## config.mk

```make
export PLATFORM = sky130hd
export DESIGN_NAME = mcyc_bus_seq
export DESIGN_NICKNAME = d
export VERILOG_FILES = /design/src/rtl/mcyc_pkg.sv /design/src/rtl/mcyc_req_latch.sv /design/src/rtl/mcyc_fsm.sv /design/src/rtl/mcyc_bus_drive.sv /design/src/rtl/mcyc_bus_seq.sv
export SDC_FILE = /design/constraint.sdc
export NUM_CORES = 1
export LEC_CHECK = 0
export ABC_AREA = 1
export CAP_MARGIN = 20
export CORE_ASPECT_RATIO = 1.75
export CORE_MARGIN = 1.5
export CORE_UTILIZATION = 44
export DETAILED_ROUTE_END_ITERATION = 10
export DONT_BUFFER_PORTS = 1
export GPL_ROUTABILITY_DRIVEN = 0
export HOLD_SLACK_MARGIN = 0.06
export MAX_ROUTING_LAYER = met4
export PLACE_DENSITY_LB_ADDON = 0.25
export SLEW_MARGIN = 20
export SYNTH_ARGS = -nofsm -noshare
export SYNTH_HDL_FRONTEND = slang
export SYNTH_SLANG_ARGS = --single-unit
```

## constraint.sdc

```tcl
create_clock -name clk -period 2.62 [get_ports clk]
set_input_delay 0 -clock clk [delete_from_list [all_inputs] [get_ports clk]]
set_output_delay 0 -clock clk [all_outputs]
set_load 0.02 [all_outputs]
```

## src/rtl/mcyc_pkg.sv

```systemverilog
package mcyc_pkg;

    localparam int ADDR_W_DEF = 16;
    localparam int DATA_W_DEF = 8;
    localparam int PORT_W_DEF = 8;
    localparam int KIND_W     = 3;

    // Transaction kind codes seen on req_kind
    localparam logic [KIND_W-1:0] KIND_FETCH  = 3'd0;
    localparam logic [KIND_W-1:0] KIND_MREAD  = 3'd1;
    localparam logic [KIND_W-1:0] KIND_MWRITE = 3'd2;
    localparam logic [KIND_W-1:0] KIND_PIN    = 3'd3;
    localparam logic [KIND_W-1:0] KIND_POUT   = 3'd4;

    typedef enum logic [2:0] {
        ST_IDLE = 3'd0,
        ST_T1   = 3'd1,
        ST_T2   = 3'd2,
        ST_TW   = 3'd3,
        ST_T3   = 3'd4,
        ST_HOLD = 3'd5
    } tstate_e;

    typedef struct packed {
        logic is_fetch;
        logic is_port;
        logic is_write;
        logic is_read;
    } cyc_attr_t;

    function automatic cyc_attr_t decode_kind(input logic [KIND_W-1:0] k);
        cyc_attr_t a;
        a = '0;
        unique case (k)
            KIND_FETCH:  begin a.is_fetch = 1'b1; a.is_read = 1'b1; end
            KIND_MWRITE: a.is_write = 1'b1;
            KIND_PIN:    begin a.is_port = 1'b1; a.is_read = 1'b1; end
            KIND_POUT:   begin a.is_port = 1'b1; a.is_write = 1'b1; end
            default:     a.is_read = 1'b1;
        endcase
        return a;
    endfunction

    // Status byte: bit0 read, bit1 write, bit2 port, bit3 fetch
    function automatic logic [7:0] status_byte(input cyc_attr_t a);
        return {4'b0000, a.is_fetch, a.is_port, a.is_write, a.is_read};
    endfunction

    function automatic logic in_data_phase(input tstate_e s);
        return (s == ST_T2) || (s == ST_TW) || (s == ST_T3);
    endfunction

endpackage

```

## src/rtl/mcyc_req_latch.sv

```systemverilog
module mcyc_req_latch
    import mcyc_pkg::*;
#(
    parameter int ADDR_W = ADDR_W_DEF,
    parameter int DATA_W = DATA_W_DEF,
    parameter int PORT_W = PORT_W_DEF
) (
    input  logic              clk,
    input  logic              rst,
    input  logic              load,
    input  logic [KIND_W-1:0] req_kind,
    input  logic [ADDR_W-1:0] req_addr,
    input  logic [DATA_W-1:0] req_wdata,
    output cyc_attr_t         attr_q,
    output logic [ADDR_W-1:0] addr_q,
    output logic [DATA_W-1:0] wdata_q
);

    localparam int REPS = ADDR_W / PORT_W;
    localparam int REM  = ADDR_W - REPS * PORT_W;

    logic [ADDR_W-1:0] fetch_ctr;
    logic [ADDR_W-1:0] port_addr;
    logic [ADDR_W-1:0] next_addr;
    cyc_attr_t         attr_d;

    // Device number repeated into every byte lane of the address bus
    for (genvar g = 0; g < REPS; g++) begin : g_port_lane
        assign port_addr[g*PORT_W +: PORT_W] = req_addr[PORT_W-1:0];
    end
    if (REM > 0) begin : g_port_rem
        assign port_addr[ADDR_W-1 -: REM] = '0;
    end

    assign attr_d = decode_kind(req_kind);

    always_comb begin
        if (attr_d.is_fetch) begin
            next_addr = fetch_ctr;
        end else if (attr_d.is_port) begin
            next_addr = port_addr;
        end else begin
            next_addr = req_addr;
        end
    end

    always_ff @(posedge clk) begin
        if (rst) begin
            fetch_ctr <= '0;
            attr_q    <= '0;
            addr_q    <= '0;
            wdata_q   <= '0;
        end else if (load) begin
            attr_q  <= attr_d;
            addr_q  <= next_addr;
            wdata_q <= req_wdata;
            if (attr_d.is_fetch) begin
                fetch_ctr <= fetch_ctr + ADDR_W'(1);
            end
        end
    end

    a_r4_fetch_step: assert property (@(posedge clk) disable iff (rst)
        (load && attr_d.is_fetch) |=> (fetch_ctr == $past(fetch_ctr) + ADDR_W'(1)));

    a_r7_wdata_held: assert property (@(posedge clk) disable iff (rst)
        !$past(load) |-> $stable(wdata_q));

endmodule

```

## src/rtl/mcyc_fsm.sv

```systemverilog
module mcyc_fsm
    import mcyc_pkg::*;
(
    input  logic      clk,
    input  logic      rst,
    input  logic      req_valid,
    input  logic      halted,
    input  logic      ready,
    input  logic      hold_req,
    output logic      accept,
    output tstate_e   state,
    output logic      hold_pend
);

    tstate_e state_d;
    logic    hold_pend_d;
    logic    can_start;

    always_comb begin
        unique case (state)
            ST_IDLE: can_start = !(halted && hold_req);
            ST_T3:   can_start = !hold_pend;
            ST_HOLD: can_start = !hold_req;
            default: can_start = 1'b0;
        endcase
    end

    assign accept = req_valid && !halted && can_start;

    always_comb begin
        state_d     = state;
        hold_pend_d = hold_pend;
        unique case (state)
            ST_IDLE: begin
                if (halted && hold_req) begin
                    state_d = ST_HOLD;
                end else if (accept) begin
                    state_d = ST_T1;
                end
            end
            ST_T1: state_d = ST_T2;
            ST_T2, ST_TW: begin
                if (ready) begin
                    state_d     = ST_T3;
                    hold_pend_d = hold_req;
                end else begin
                    state_d = ST_TW;
                end
            end
            ST_T3: begin
                hold_pend_d = 1'b0;
                if (hold_pend) begin
                    state_d = ST_HOLD;
                end else if (accept) begin
                    state_d = ST_T1;
                end else begin
                    state_d = ST_IDLE;
                end
            end
            ST_HOLD: begin
                if (!hold_req) begin
                    state_d = accept ? ST_T1 : ST_IDLE;
                end
            end
            default: state_d = ST_IDLE;
        endcase
    end

    always_ff @(posedge clk) begin
        if (rst) begin
            state     <= ST_IDLE;
            hold_pend <= 1'b0;
        end else begin
            state     <= state_d;
            hold_pend <= hold_pend_d;
        end
    end

    a_r2_t1_single: assert property (@(posedge clk) disable iff (rst)
        (state == ST_T1) |=> (state == ST_T2));

    a_r5_wait_needs_low_ready: assert property (@(posedge clk) disable iff (rst)
        (state == ST_TW) |-> !$past(ready));

    a_r5_t3_needs_ready: assert property (@(posedge clk) disable iff (rst)
        (state == ST_T3) |-> $past(ready));

    a_r12_no_start_halted: assert property (@(posedge clk) disable iff (rst)
        (state == ST_T1) |-> !$past(halted));

endmodule

```

## src/rtl/mcyc_bus_drive.sv

```systemverilog
module mcyc_bus_drive
    import mcyc_pkg::*;
#(
    parameter int ADDR_W = ADDR_W_DEF,
    parameter int DATA_W = DATA_W_DEF
) (
    input  logic              clk,
    input  logic              rst,
    input  tstate_e           state,
    input  logic              halted,
    input  cyc_attr_t         attr_q,
    input  logic              hold_pend,
    input  logic [ADDR_W-1:0] addr_q,
    input  logic [DATA_W-1:0] wdata_q,
    input  logic [DATA_W-1:0] data_in,
    output logic              sync,
    output logic              dbin,
    output logic              wr_n,
    output logic              wait_st,
    output logic              hold_ack,
    output logic [ADDR_W-1:0] addr_out,
    output logic              addr_oe,
    output logic [DATA_W-1:0] data_out,
    output logic              data_oe,
    output logic [DATA_W-1:0] rd_data,
    output logic              rd_valid
);

    logic              data_ph;
    logic [DATA_W-1:0] stat_ext;

    assign data_ph = in_data_phase(state);

    always_comb begin
        stat_ext      = '0;
        stat_ext[7:0] = status_byte(attr_q);
    end

    assign sync     = (state == ST_T1);
    assign wait_st  = (state == ST_TW);
    assign addr_oe  = sync || data_ph;
    assign addr_out = addr_q;
    assign dbin     = data_ph && attr_q.is_read;
    assign wr_n     = !(data_ph && attr_q.is_write);
    assign data_oe  = sync || (data_ph && attr_q.is_write);
    assign data_out = sync ? stat_ext : wdata_q;
    assign hold_ack = (state == ST_HOLD) ||
                      ((state == ST_T3) && hold_pend && attr_q.is_read);

    always_ff @(posedge clk) begin
        if (rst) begin
            rd_data  <= '0;
            rd_valid <= 1'b0;
        end else begin
            rd_valid <= (state == ST_T3) && attr_q.is_read;
            if ((state == ST_T3) && attr_q.is_read) begin
                rd_data <= data_in;
            end
        end
    end

    a_r7_write_data_stable: assert property (@(posedge clk) disable iff (rst)
        (!wr_n && !$past(wr_n)) |-> $stable(data_out));

    a_r6_dir_exclusive: assert property (@(posedge clk) disable iff (rst)
        !(dbin && !wr_n));

    a_r11_bus_released: assert property (@(posedge clk) disable iff (rst)
        (hold_ack && $past(hold_ack)) |-> (!addr_oe && !data_oe));

    a_r9_read_ack_in_t3: assert property (@(posedge clk) disable iff (rst)
        ($rose(hold_ack) && addr_oe) |-> dbin);

    a_r8_ack_rise_point: assert property (@(posedge clk) disable iff (rst)
        ($rose(hold_ack) && !addr_oe) |->
            ($past(state) == ST_T3 || ($past(state) == ST_IDLE && $past(halted))));

    a_r6_rd_valid_pulse: assert property (@(posedge clk) disable iff (rst)
        rd_valid |=> !rd_valid || $past(state == ST_T3));

endmodule

```

## src/rtl/mcyc_bus_seq.sv

```systemverilog
module mcyc_bus_seq
    import mcyc_pkg::*;
#(
    parameter int ADDR_W = ADDR_W_DEF,
    parameter int DATA_W = DATA_W_DEF,
    parameter int PORT_W = PORT_W_DEF
) (
    input  logic              clk,
    input  logic              rst,
    input  logic              req_valid,
    input  logic [2:0]        req_kind,
    input  logic [ADDR_W-1:0] req_addr,
    input  logic [DATA_W-1:0] req_wdata,
    output logic              req_take,
    input  logic              halted,
    input  logic              ready,
    input  logic              hold_req,
    input  logic [DATA_W-1:0] data_in,
    output logic              sync,
    output logic              dbin,
    output logic              wr_n,
    output logic              wait_st,
    output logic              hold_ack,
    output logic [ADDR_W-1:0] addr_out,
    output logic              addr_oe,
    output logic [DATA_W-1:0] data_out,
    output logic              data_oe,
    output logic [DATA_W-1:0] rd_data,
    output logic              rd_valid
);

    tstate_e           state;
    logic              hold_pend;
    logic              accept;
    cyc_attr_t         attr_q;
    logic [ADDR_W-1:0] addr_q;
    logic [DATA_W-1:0] wdata_q;

    assign req_take = accept;

    mcyc_fsm u_fsm (
        .clk       (clk),
        .rst       (rst),
        .req_valid (req_valid),
        .halted    (halted),
        .ready     (ready),
        .hold_req  (hold_req),
        .accept    (accept),
        .state     (state),
        .hold_pend (hold_pend)
    );

    mcyc_req_latch #(
        .ADDR_W (ADDR_W),
        .DATA_W (DATA_W),
        .PORT_W (PORT_W)
    ) u_latch (
        .clk       (clk),
        .rst       (rst),
        .load      (accept),
        .req_kind  (req_kind),
        .req_addr  (req_addr),
        .req_wdata (req_wdata),
        .attr_q    (attr_q),
        .addr_q    (addr_q),
        .wdata_q   (wdata_q)
    );

    mcyc_bus_drive #(
        .ADDR_W (ADDR_W),
        .DATA_W (DATA_W)
    ) u_drive (
        .clk       (clk),
        .rst       (rst),
        .state     (state),
        .halted    (halted),
        .attr_q    (attr_q),
        .hold_pend (hold_pend),
        .addr_q    (addr_q),
        .wdata_q   (wdata_q),
        .data_in   (data_in),
        .sync      (sync),
        .dbin      (dbin),
        .wr_n      (wr_n),
        .wait_st   (wait_st),
        .hold_ack  (hold_ack),
        .addr_out  (addr_out),
        .addr_oe   (addr_oe),
        .data_out  (data_out),
        .data_oe   (data_oe),
        .rd_data   (rd_data),
        .rd_valid  (rd_valid)
    );

    a_r10_write_ack_after_t3: assert property (@(posedge clk) disable iff (rst)
        (hold_ack && !$past(hold_ack) && !$past(wr_n)) |-> (wr_n && !addr_oe));

endmodule

```

==> impl_metrics.json, run 1 <==
{
  "timing.hold.ws_ps": 78.6,
  "root_buffer": "clkbuf_16",
  "antenna_found_initial": 0,
  "p_leak_nw": 1.41,
  "grt_pass1_vias": 2863,
  "crit_cells": 8,
  "ir_drop_v": 0.000448,
  "worstPathRequired_ps": 2890,
  "grt_max_degree": 48,
  "first_pass_iters": 4,
  "synthesis.area_um2": 2970,
  "synthToLayoutAreaGrowth_pct": 23.8,
  "crit_type": "register to register",
  "antenna_cells": 0,
  "cp_max_fo": 18,
  "dr.first_iter.drc_count": 130,
  "die_x_um": 65.1,
  "initial_core_util_pct": 45.4,
  "worst_pin_slew_ps": 644,
  "instances_no_fill": 558,
  "synth_warnings": 0,
  "rows": 39,
  "drv_cap": 0,
  "postRouteAntennaNets": 0,
  "arrival_ps": 2350,
  "drc_errors": 0,
  "synth_cells": 437,
  "max_freq_mhz": 482,
  "wl_um": 8080,
  "syn_area_per_cell_um2": 6.80,
  "r2r_slack_ps": 540,
  "dieArea_um2": 7270,
  "path_cells": "nor2_4 -> nand3_2 -> nand3_4 -> nand3_4 -> inv_4 -> nand2_2 -> a21oi_2 -> dlygate4sd3_1",
  "final.setup.tns_ps": 0,
  "avgViaCountPerCell": 5.31,
  "finClkSkew_ps": 4.79,
  "cts_tree": "yes",
  "cts.sinks": 57,
  "cpPeakStageDelay_ps": 540,
  "r2r_start": "u_fsm.state[0]",
  "crit_start": "u_fsm.state[0]",
  "yosys.area_share.simple_pct": 36.4,
  "htree_levels": 3,
  "status": "finished clean",
  "muxShareOfSynthArea_pct": 0,
  "routedWlPerCell_um": 14.5,
  "hold_viol": 0,
  "hold_class": "input port to register",
  "finalSetupViolCount": 0,
  "port_buffers": 0,
  "fin_crit_sh_pct": 79.2,
  "reg2reg_to": "u_latch.fetch_ctr[8]",
  "nets": 513,
  "cp-start-kind": "register",
  "ys_ff_latch": 57,
  "synth_compound_area_share_pct": 13.4,
  "final_common_cell": "nand2_1",
  "cts_hold_buf": 40,
  "pwr_density_cell_nw_per_um2": 730,
  "grt_pass1_wl_um": 13000,
  "fin_crit_ps": 2080,
  "mostFrequentLayoutCells": "nand2_1, dfxtp_1, nand3_1, dlygate4sd3_1, nor2_1",
  "grt_usage_pct": 23.9,
  "slew_headroom_pct": 56.6,
  "path_clk_slew_ps": 50,
  "path_buf_inv": 2,
  "dieHeight_um": 112,
  "synthAdderAreaFrac_pct": 0.421,
  "synth.net_count": 479,
  "place_inst": 502,
  "drive_gt1_share_pct": 10.3,
  "overflow": 0,
  "cp_slowest_cell": "dlygate4sd3_1",
  "path_common_cell": "nand3_4",
  "synth-seq-area-share_pct": 38.4,
  "rr_worst_depth": 8,
  "synth_top_family_by_area": "simple AND/OR/NAND/NOR gates",
  "endpoint": "u_latch.fetch_ctr[8]",
  "route.vias.total": 2962,
  "dpl.hpwl_um": 5480,
  "crit_family": "buffers and inverters",
  "end_kind": "register",
  "ios": 82,
  "clock_path_buffers": 2,
  "ctsResizeCount": 0,
  "numCtsBuffers": 9,
  "core_area_um2": 6540,
  "cts_setup_buffers": 0,
  "clk_latency_ps": 330,
  "rsz0062_at_grt": "false",
  "synth_xor_area_share_pct": 2.65,
  "maxSlewViolCount": 0,
  "synth_cell_types": 34
}
-- layout make-up --
| type | instances | area (µm²) |
|---|---|---|
| fillers | 668 | 2860 |
| multi-input cells | 325 | 1570 |
| flip-flops and latches | 57 | 1140 |
| repair buffers | 42 | 425 |
| clock buffers | 11 | 243 |
| inverters | 36 | 139 |
| well taps | 82 | 103 |
| clock inverters | 5 | 55.1 |
-- synthesized netlist by cell type --
cell type | count | area share, %
a21boi_0 | 1 | 0.25
a21oi_1 | 36 | 6.1
a21oi_2 | 10 | 2.9
a31oi_1 | 1 | 0.21
and2_1 | 1 | 0.21
buf_1 | 1 | 0.13
buf_2 | 3 | 0.51
buf_4 | 3 | 0.76
buf_6 | 3 | 1.1
buf_8 | 1 | 0.51
clkbuf_1 | 8 | 1.0
clkinv_2 | 1 | 0.17
dfxtp_1 | 57 | 38
ha_1 | 1 | 0.42
inv_1 | 32 | 4.0
inv_2 | 2 | 0.25
inv_4 | 1 | 0.21
nand2_1 | 136 | 17
nand2_2 | 11 | 2.3
nand3_1 | 45 | 7.6
nand3_2 | 2 | 0.67
nand3_4 | 2 | 1.2
nand3b_1 | 2 | 0.51
nand4_1 | 3 | 0.63
nand4_2 | 1 | 0.42
nor2_1 | 38 | 4.8
nor2_4 | 1 | 0.38
nor3_1 | 2 | 0.34
o211ai_1 | 1 | 0.25
o21a_1 | 1 | 0.25
o21ai_0 | 18 | 3.0
o21ai_1 | 2 | 0.34
or2_1 | 1 | 0.21
xor2_1 | 9 | 2.7
-- state kept, by name, summed over array words and instances, names as in the netlist --
name	cells
u_latch.addr_q	16
u_latch.attr_q	4
u_drive.rd_data	8
u_fsm.hold_pend	1
u_latch.wdata_q	8
u_fsm.state	3
u_latch.fetch_ctr	16
u_drive.rd_valid	1
-- per-layer routing --
layer	vias to the layer above	part of all wire, %	GRT usage, %
li1	1476	-	-
met4	0	3.2	12.6
met1	1381	39	23.9
met2	82	54	41.6
met5	-	0	-
met3	23	4.1	5.86
-- worst min path at each step --
stage	from	to	cells past startpoint
6_report	halted	u_fsm.state[0]	5
5_1_grt	halted	u_fsm.state[0]	5
4_1_cts	halted	u_fsm.state[0]	5
3_5_place_dp	rst	u_latch.fetch_ctr[8]	1
3_3_place_gp	rst	u_latch.fetch_ctr[8]	1
2_1_floorplan	req_wdata[5]	u_latch.wdata_q[5]	2
-- stage by stage --
stage          utilization (%)  setup WS, ps  instance area (µm²)  power, mW
3_3_place_gp              45.4           905                 2970       1.45
4_1_cts                   56.2           532                 3680       2.70
3_5_place_dp              45.4           848                 2970       1.46
5_1_grt                   56.2           387                 3680       2.80
6_report                  56.2           544                 3680       2.68
2_1_floorplan                -           895                 2970       1.41
-- where the power goes --
| part | switching [mW] | total (mW) | internal (mW) |
|---|---|---|---|
| clock network | 0.414 | 1.17 | 0.757 |
| logic | 0.332 | 0.503 | 0.171 |
| registers | 0.0823 | 1.01 | 0.928 |
-- tightest hold or removal path, delay by kind of cell --
kind | cells | cell delay (ps)
AO/OA/AOI/OAI | 1 | 50
AND/OR/NAND/NOR | 4 | 310
-- logic make-up after synthesis --
logic type | after synthesis
adder cells (fa/ha/maj) | 1
AO/OA/AOI/OAI | 70
XOR/XNOR | 9
buffers and inverters | 55
flip-flops | 57
AND/OR/NAND/NOR | 245
(Power assumes the default switching activity.)
==> run 2: changes to the inputs <==
- ABC_AREA: 1 -> 0
- clock period: 2.62 -> 2 ns (I/O delays scaled with it)
==> run 2 against run 1 <==
  * Power is 24% higher
  * Final cell count is 16% lower
  * Wire length is 1.2% higher
  * Sequential power is 33% higher
  * Hold slack better by 1.2 ps
  * Non-clock buffer count is 16 higher
  * Via count is 7.6% lower
  * Clock skew is 0.84 ps higher
  * Clock-buffer cell count is 1 lower
  * Maximum frequency is 14% higher
  * Critical endpoint is now u_latch.fetch_ctr[4]
  * Largest cell class unchanged
==> impl_metrics.json, run 2 <==
{
  "status": "finished clean",
  "synth.net_count": 385,
  "finClkSkew_ps": 5.64,
  "ios": 82,
  "cts_setup_buffers": 0,
  "initial_core_util_pct": 46.0,
  "pwr_density_cell_nw_per_um2": 912,
  "grt_pass1_wl_um": 12800,
  "avgViaCountPerCell": 5.81,
  "postRouteAntennaNets": 0,
  "worstPathRequired_ps": 2270,
  "seqCellArea_um2": 1140,
  "cts.sinks": 57,
  "wl_um": 8170,
  "clk_latency_ps": 340,
  "root_buffer": "clkbuf_8",
  "cp_max_fo": 17,
  "dieHeight_um": 110,
  "multi_input_area_um2": 1590,
  "worst_pin_slew_ps": 672,
  "nets": 428,
  "drv_cap": 0,
  "crit_type": "register to register",
  "antenna_cells": 0,
  "hold_viol": 0,
  "place_inst": 412,
  "fin_crit_sh_pct": 91.1,
  "synth_largest_area_cell": "dfxtp_1",
  "ys_ff_latch": 57,
  "hold_depth": 4,
  "netlist_top_cells_count": "dfxtp_1, a21oi_1, nand2_1, clkbuf_1, nor2_1",
  "instances_no_fill": 471,
  "r2r_slack_ps": 180,
  "p_leak_nw": 1.32,
  "grt_max_degree": 51,
  "rr_worst_depth": 5,
  "die_x_um": 64.3,
  "htree_levels": 3,
  "dpl_worst_slack_ps": 230,
  "drive_gt1_share_pct": 13.6,
  "max_freq_mhz": 549,
  "hp-start": "req_kind[0]",
  "r2r_start": "u_fsm.state[2]",
  "synth_cells": 343,
  "synthesis.area_um2": 2890,
  "finalSetupViolCount": 0,
  "synth_warnings": 0,
  "routedWlPerCell_um": 17.4,
  "first_pass_iters": 4,
  "dpl.hpwl_um": 5310,
  "rsz0062_at_grt": "false",
  "rows": 38,
  "ir_drop_v": 0.000513,
  "fin_crit_ps": 1820,
  "dieArea_um2": 7080,
  "yosys.area.top_type_share_pct": 39.5,
  "clock_path_buffers": 2,
  "cts_tree": "yes",
  "synth_cell_types": 53,
  "holdPathEnd": "u_latch.fetch_ctr[1]",
  "reg_top3": "u_latch.addr_q (16), u_latch.fetch_ctr (16)",
  "dr.first_iter.drc_count": 130,
  "arrival_ps": 2100,
  "drc_errors": 0,
  "ys.flop_type": "dfxtp_1",
  "path_cells": "and3b_4 -> o21ai_4 -> buf_4 -> or4_1 -> a21oi_1",
  "crit_family": "simple AND/OR/NAND/NOR gates",
  "fillers": 565,
  "route.vias.total": 2738,
  "grt_pass1_vias": 2695,
  "core_area_um2": 6280,
  "syn_area_per_cell_um2": 8.42,
  "final.setup.tns_ps": 0,
  "async_flop_share_pct": 0,
  "reg2reg_to": "u_latch.fetch_ctr[4]",
  "crit_start": "u_fsm.state[2]",
  "port_buffers": 0,
  "end_kind": "register",
  "grt_usage_pct": 24.4,
  "maxSlewViolCount": 0,
  "path_buf_inv": 1,
  "synth-seq-area-share_pct": 39.5,
  "ys_top_cells_by_area": "dfxtp_1, a21oi_1, nand2_1",
  "cp-start-kind": "register",
  "slew_headroom_pct": 55.2,
  "final_common_cell": "dfxtp_1",
  "numCtsBuffers": 9,
  "synthToLayoutAreaGrowth_pct": 26.9,
  "path_clk_slew_ps": 70,
  "cp_slowest_cell": "or4_1",
  "cpPeakStageDelay_ps": 510,
  "mostFrequentLayoutCells": "dfxtp_1, a21oi_1, nand2_1, dlygate4sd3_1, nor2_1",
  "hold_class": "input port to register",
  "synth.most_common_cell": "dfxtp_1",
  "overflow": 0,
  "fin_ws_ps": 177,
  "synth_edf_count": 0,
  "antenna_found_initial": 0
}
## run 2: what timing repair did
item	4_1_cts	5_1_grt
endpoints found under the hold margin	57	0
hold buffers	43	0
gates resized for setup	0	3
endpoints found under the setup margin	0	4
## run 2: worst max-delay path by stage
stage	slack, ps	to	cells past startpoint
after floorplan	370	data_out[0]	3
after global placement	290	u_latch.fetch_ctr[11]	5
after detailed placement	230	u_latch.fetch_ctr[12]	5
after CTS	50	u_latch.fetch_ctr[8]	6
after global routing	70	data_oe	5
final	180	u_latch.fetch_ctr[4]	5
## run 2: final cells by class
| class | count | area share [%] |
|---|---|---|
| multi-input combinational | 252 | 43.5 |
| sequential | 57 | 31.1 |
| timing repair buffer | 58 | 15.2 |
| clock buffer | 10 | 3.76 |
| clock inverter | 6 | 2.87 |
| tap | 80 | 2.73 |
| inverter | 8 | 0.888 |
## run 2: power breakdown
part / internal (mW) / switching, mW
combinational: 0.284 / 0.388
clock: 0.854 / 0.474
sequential: 1.22 / 0.122
## run 2: kinds of logic (layout without fill, tap and decap cells)
family                   Yosys count  after routing  share of synthesized area (%)
AO/OA/AOI/OAI                    110            110                           24.3
buffers and inverters             34             82                           5.37
multiplexers                      22             22                           8.19
adder cells (fa/ha/maj)            1              1                          0.433
AND/OR/NAND/NOR                  116            116                           21.4
XOR/XNOR                           3              3                          0.910
flip-flops                        57             57                           39.5
## run 2: routing by layer
metal  wire [µm]  up-vias  track usage, %
met2        4220      120            43.1
met4         191        0            11.9
li1            -     1337               -
met5           0        -               -
met1        3150     1261            24.6
met3         610       20            7.11
## run 2: worst reg2reg max path, stage by stage (launching register included)
cell and delay [ps]:
dfxtp_1 490, and3b_4 280, o21ai_4 110, buf_4 210
or4_1 510, a21oi_1 160
## run 2: per-stage QoR
stage               utilization, %  hold slack (ps)  total power [mW]  area, µm²
global route                  58.4             72.2              3.49       3660
global placement              47.4             77.6              1.91       2980
finish                        58.4             79.8              3.34       3660
CTS                           58.3             65.5              3.36       3660
detailed placement            47.4             79.8              1.92       2980
floorplan                        -              127              1.82       2890
